[src/rtl/vcd_pkg.sv]
package vcd_pkg;
  localparam int DATA_W   = 16;
  localparam int SEL_W    = 3;
  localparam int TAPS     = 1 << (SEL_W - 1);
  localparam int PIX_LSB  = 11;
  localparam int SYS_LSB  = 8;
  localparam int CKEN_BIT = 4;
  localparam int HALT_BIT = 3;
  localparam logic [SEL_W-1:0] SEL_BYPASS = SEL_W'(1) << (SEL_W - 1);

  typedef struct packed {
    logic [SEL_W-1:0] pix_sel;
    logic [SEL_W-1:0] sys_sel;
    logic             cken;
    logic             halt;
  } ctrl_t;

  localparam ctrl_t CTRL_RST = '{pix_sel: SEL_BYPASS, sys_sel: SEL_BYPASS,
                                 cken: 1'b1, halt: 1'b0};

  function automatic logic [DATA_W-1:0] ctrl_pack(ctrl_t c);
    logic [DATA_W-1:0] w;
    w = '0;
    w[PIX_LSB +: SEL_W] = c.pix_sel;
    w[SYS_LSB +: SEL_W] = c.sys_sel;
    w[CKEN_BIT]         = c.cken;
    w[HALT_BIT]         = c.halt;
    return w;
  endfunction
endpackage

[src/rtl/vcd_phase_cnt.sv]
module vcd_phase_cnt #(
  parameter int TAPS = 4
) (
  input  logic            clk,
  input  logic            rst_n,
  output logic [TAPS-1:0] cnt_nxt,
  output logic            wrap
);
  logic [TAPS-1:0] cnt_q;

  assign cnt_nxt = cnt_q + TAPS'(1);
  assign wrap    = &cnt_q;

  always_ff @(posedge clk or negedge rst_n) begin
    if (!rst_n) cnt_q <= '0;
    else        cnt_q <= cnt_nxt;
  end
endmodule

[src/rtl/vcd_clk_channel.sv]
module vcd_clk_channel #(
  parameter int SEL_W = 3,
  parameter int TAPS  = 1 << (SEL_W - 1)
) (
  input  logic             clk,
  input  logic             rst_n,
  input  logic [SEL_W-1:0] sel,
  input  logic             run,
  input  logic [TAPS-1:0]  cnt_nxt,
  input  logic             wrap,
  output logic             clk_o
);
  localparam int IDX_W = SEL_W - 1;
  localparam logic [SEL_W-1:0] SEL_RST = SEL_W'(1) << (SEL_W - 1);

  logic [SEL_W-1:0] act_sel;
  logic             act_run;
  logic [SEL_W-1:0] sel_eff;
  logic             run_eff;
  logic             div_q;
  logic             pass_q;
  logic [IDX_W-1:0] tap_idx;

  // settings are swapped only at the all-low point of the phase counter
  assign sel_eff = wrap ? sel : act_sel;
  assign run_eff = wrap ? run : act_run;
  assign tap_idx = sel_eff[IDX_W-1:0];

  always_ff @(posedge clk or negedge rst_n) begin
    if (!rst_n) begin
      act_sel <= SEL_RST;
      act_run <= 1'b0;
      div_q   <= 1'b0;
    end else begin
      act_sel <= sel_eff;
      act_run <= run_eff;
      div_q   <= run_eff & ~sel_eff[SEL_W-1] & cnt_nxt[tap_idx];
    end
  end

  // bypass enable moves only while the VCO is low
  always_ff @(negedge clk or negedge rst_n) begin
    if (!rst_n) pass_q <= 1'b0;
    else        pass_q <= act_run & act_sel[SEL_W-1];
  end

  assign clk_o = div_q | (clk & pass_q);
endmodule

[src/rtl/vcd_ctrl_reg.sv]
module vcd_ctrl_reg
  import vcd_pkg::*;
(
  input  logic              clk,
  input  logic              rst_n,
  input  logic              wr_en,
  input  logic [DATA_W-1:0] wr_data,
  input  logic              wake_i,
  output ctrl_t             ctrl,
  output logic [DATA_W-1:0] rd_data
);
  ctrl_t ctrl_q;

  always_ff @(posedge clk or negedge rst_n) begin
    if (!rst_n) begin
      ctrl_q <= CTRL_RST;
    end else begin
      if (wr_en) begin
        ctrl_q.pix_sel <= wr_data[PIX_LSB +: SEL_W];
        ctrl_q.sys_sel <= wr_data[SYS_LSB +: SEL_W];
        ctrl_q.cken    <= wr_data[CKEN_BIT];
      end
      if (wake_i)
        ctrl_q.halt <= 1'b0;
      else if (wr_en && wr_data[HALT_BIT])
        ctrl_q.halt <= 1'b1;
    end
  end

  assign ctrl    = ctrl_q;
  assign rd_data = ctrl_pack(ctrl_q);
endmodule

[src/rtl/vco_clkdiv_ctrl.sv]
module vco_clkdiv_ctrl
  import vcd_pkg::*;
(
  input  logic              clk_vco,
  input  logic              rst_n,
  input  logic              wr_en,
  input  logic [DATA_W-1:0] wr_data,
  output logic [DATA_W-1:0] rd_data,
  input  logic              wake_i,
  output logic              sys_clk_o,
  output logic              pix_clk_o,
  output logic              clk_out_o
);
  localparam int NCH = 3;

  ctrl_t               ctrl;
  logic [TAPS-1:0]     cnt_nxt;
  logic                wrap;
  logic [SEL_W-1:0]    ch_sel [NCH];
  logic [NCH-1:0]      ch_run;
  logic [NCH-1:0]      ch_clk;

  vcd_ctrl_reg u_reg (
    .clk(clk_vco), .rst_n(rst_n), .wr_en(wr_en), .wr_data(wr_data),
    .wake_i(wake_i), .ctrl(ctrl), .rd_data(rd_data)
  );

  vcd_phase_cnt #(.TAPS(TAPS)) u_cnt (
    .clk(clk_vco), .rst_n(rst_n), .cnt_nxt(cnt_nxt), .wrap(wrap)
  );

  // channel 0: system, 1: pixel, 2: external pin (system ratio)
  assign ch_sel[0] = ctrl.sys_sel;
  assign ch_sel[1] = ctrl.pix_sel;
  assign ch_sel[2] = ctrl.sys_sel;
  assign ch_run[0] = ~ctrl.halt;
  assign ch_run[1] = ~ctrl.halt;
  assign ch_run[2] = ~ctrl.halt & ctrl.cken;

  for (genvar g = 0; g < NCH; g++) begin : g_ch
    vcd_clk_channel #(.SEL_W(SEL_W), .TAPS(TAPS)) u_ch (
      .clk(clk_vco), .rst_n(rst_n), .sel(ch_sel[g]), .run(ch_run[g]),
      .cnt_nxt(cnt_nxt), .wrap(wrap), .clk_o(ch_clk[g])
    );
  end

  assign sys_clk_o = ch_clk[0];
  assign pix_clk_o = ch_clk[1];
  assign clk_out_o = ch_clk[2];
endmodule

[config.mk]
export PLATFORM = sky130hd
export DESIGN_NAME = vco_clkdiv_ctrl
export DESIGN_NICKNAME = d
export VERILOG_FILES = /design/src/rtl/vcd_pkg.sv /design/src/rtl/vcd_phase_cnt.sv /design/src/rtl/vcd_clk_channel.sv /design/src/rtl/vcd_ctrl_reg.sv /design/src/rtl/vco_clkdiv_ctrl.sv
export SDC_FILE = /design/constraint.sdc
export NUM_CORES = 1
export LEC_CHECK = 0
export ABC_AREA = 0
export BUFFER_PORTS_ARGS = -buffer_cell sky130_fd_sc_hd__buf_2
export CORE_ASPECT_RATIO = 0.7
export CORE_MARGIN = 1.5
export CORE_UTILIZATION = 45
export CTS_CLUSTER_DIAMETER = 100
export CTS_CLUSTER_SIZE = 30
export DETAILED_ROUTE_END_ITERATION = 7
export GPL_TIMING_DRIVEN = 1
export HOLD_SLACK_MARGIN = 0.02
export PLACE_DENSITY = 0.69
export SKIP_CTS_REPAIR_TIMING = 1
export SLEW_MARGIN = 20
export SYNTH_ARGS = -nofsm -noshare
export SYNTH_HDL_FRONTEND = slang
export SYNTH_HIERARCHICAL = 1
export SYNTH_SLANG_ARGS = --single-unit
[constraint.sdc]
create_clock -name clk_vco -period 2.1 [get_ports clk_vco]
set_input_delay 0.105 -clock clk_vco [delete_from_list [all_inputs] [get_ports clk_vco]]
set_output_delay 0.105 -clock clk_vco [all_outputs]
set_load 0.02 [all_outputs]
==> results.md <==
- Status: finished with violations
- Failing checks: setup timing
- Drt drc: 0
- IO Pins: 39
- 1st-pass router iterations: 4
- Worst slew pin tran: 0.5929 ns
- Die Area: 3844 um^2
- Placed cells: 192
- P per Cell Area: 957.3 nW/um^2
- Vias in the first global route: 999
- P_leak: 0.0009205 uW
- First-pass GRT wire length: 4.726 mm
- Post-synthesis sequential area ratio: 0.4848
- Die Ht: 52.33 um
- Synth cell count leaders: dfrtp_1 (21), buf_4 (16), nand2_1 (12), mux2_4 (10), inv_1 (8)
- CP max stage delay: 0.38 ns
- Slew Limit Fails: 0
- Final Skew: 0.02484 ns
- Post-synth ARST share: 1.000
- FILL cells: 289
- Critical path launch point type: flop
- Top-area cell type share of the netlist area: 0.3360
- DP HPWL: 1.884 mm
- CP cell instances: a21o_1, buf_6
- Synth Instances: 134
- Initial antenna violation count: 0
- Buffers added on ports: 22
- Largest cells by area after synthesis: dfrtp_1 (34%), dfstp_2 (10%), mux2_4 (9.6%), buf_4 (7.7%), dfrtn_1 (4.8%)
- WP data arrival: 2.07 ns
- Design area: 1909 um^2
- DRT iter0 DRCs: 71
- Post-DP Area: 1609 um^2
- Reg clk slew, reported paths: 0.07 ns
- Total core area: 3233 um^2
- Synth area leader: dfrtp_1
- N_diodes: 0
- Starting Density: 0.4837
- Yosys reg bits: 30
- Final hold violations: 0
- Synth Cell Area: 1564 um^2
- Largest net degree at the start of global routing: 22
- WL/cell: 14.02 um
- Clock Latency Late Sink: 0.40 ns
- Unrepaired setup endpoints after global routing: yes
- Pre-CTS setup slack: 0.1984 ns
- CTS tree: done
- Type of the worst setup path: reg2out
- Max_slew headroom: 0.6019
- Ys Warns: 6
- Row count: 17
- Max IR drop VDD: 0.4793 mV
- Layout cells sized above 1: 0.4167
- Post-route setup slack: -0.07544 ns
- CP max stage cell: dfrtn_1
- Antenna-violating nets left: 0
- Overflow after GRT: 0
- Vias: 1047
- Non-Filler Instances: 215
- Synth Flop Type: dfrtp_1
- Chip Width: 73.47 um
- Total wire length: 3.014 mm
- Synth cell types: 28
- Syn_area_per_cell: 11.67 um^2
- # setup viols final: 3
- Req. time, crit path: 2.00 ns
- Post-synth EDFFs: 0
- Area Growth Syn to Fin: 22.08%
- Max Cap Violations: 0
- Nets: 187
- Drt via density: 4.870
- Hold WC Path Type: in2reg
- Most common cell in the netlist: dfrtp_1
- Gpl congestion: 0.8391
- Total GRT Usage: 0.1811
- Crit path capture type: output pin
- Crit-path max FO: 1
-- layout by cell type (no fill, tap or decap), types with 7 or more instances in the layout --
| cell | instances |
|---|---|
| clkbuf_8 | 9 |
| nor2_1 | 7 |
| mux2_4 | 10 |
| nand2_1 | 12 |
| dlygate4sd3_1 | 10 |
| buf_2 | 19 |
| dfrtp_1 | 21 |
| conb_1 | 8 |
| inv_1 | 8 |
-- per-stage QoR --
stage	util	setup TNS, ns	hold WS [ns]	total power, uW
after floorplan	-	0	-0.1906	892.1
after global placement	0.4977	0	0.03365	926.9
after detailed placement	0.4977	0	0.03615	937.1
after CTS	0.5538	-0.3100	-0.3700	1814
after global routing	0.5906	-0.3501	0.1384	1921
final	0.5906	-0.2119	0.1472	1828
-- worst paths after layout --
check	start	end	slack, ns	cells after the start
min in group asynchronous	rst_n	g_ch[0].u_ch/act_sel[0]$_DFF_PN0_	0.17	2
max	g_ch[1].u_ch/pass_q$_DFF_NN0_	pix_clk_o	-0.08	2
min reg2reg	g_ch[0].u_ch/act_run$_DFF_PN0_	g_ch[0].u_ch/act_run$_DFF_PN0_	0.50	2
max in group asynchronous	rst_n	g_ch[2].u_ch/pass_q$_DFF_NN0_	0.72	2
max reg2reg	u_cnt/cnt_q[0]$_DFF_PN0_	g_ch[2].u_ch/div_q$_DFF_PN0_	0.16	5
min	wr_en	u_reg/ctrl[2]$_DFFE_PN0P_	0.15	2
-- metal layers --
metal / track usage / vias to the layer above / share of wire
met3: 0.09038 / 7 / 0.073
met5: 0 / - / 0
met4: 0.1636 / 0 / 0.019
met2: 0.2342 / 44 / 0.46
li1: - / 491 / -
met1: 0.2164 / 505 / 0.44
-- power breakdown --
group	switching (uW)	internal (uW)	total (uW)
logic	89.0	105	194
registers	42.7	636	679
clock network	320	635	955
total	452	1380	1830
-- cells by family (layout without fill, tap and decap cells) --
logic type	count (synthesis)	count (layout)	synth area share
compound gates	19	19	0.1016
buf+inv	28	55	0.1248
fa+ha+maj	1	1	0.007999
other cells	1	8	0.002398
mux	13	13	0.1176
xor+xnor	2	2	0.01120
simple gates	40	40	0.1496
flops	30	30	0.4848
-- worst max-delay path, delay by kind of cell, from the launching register on --
family / cells / cell delay [ns]
AO/OA/AOI/OAI: 1 / 0.12
flip-flops: 1 / 0.38
buffers and inverters: 1 / 0.11
-- area by class of cell --
class	count	area (um^2)	share of cell area
Clock buffer	12	157.7	0.08257
Timing Repair Buffer	31	210.2	0.1101
Tap cell	47	58.81	0.03080
Clock inverter	4	57.56	0.03014
Multi-Input combinational cell	83	636.9	0.3336
Inverter	8	30.03	0.01573
Sequential cell	30	758.2	0.3971
-- state kept, by name (all words and copies together), names as in the netlist --
| name | flops |
|---|---|
| u_reg/ctrl | 8 |
| g_ch.u_ch/act_sel | 9 |
| g_ch.u_ch/pass_q | 3 |
| g_ch.u_ch/act_run | 3 |
| u_cnt/cnt_q | 4 |
| g_ch.u_ch/div_q | 3 |
No activity file was read; power rests on OpenSTA's default activity.
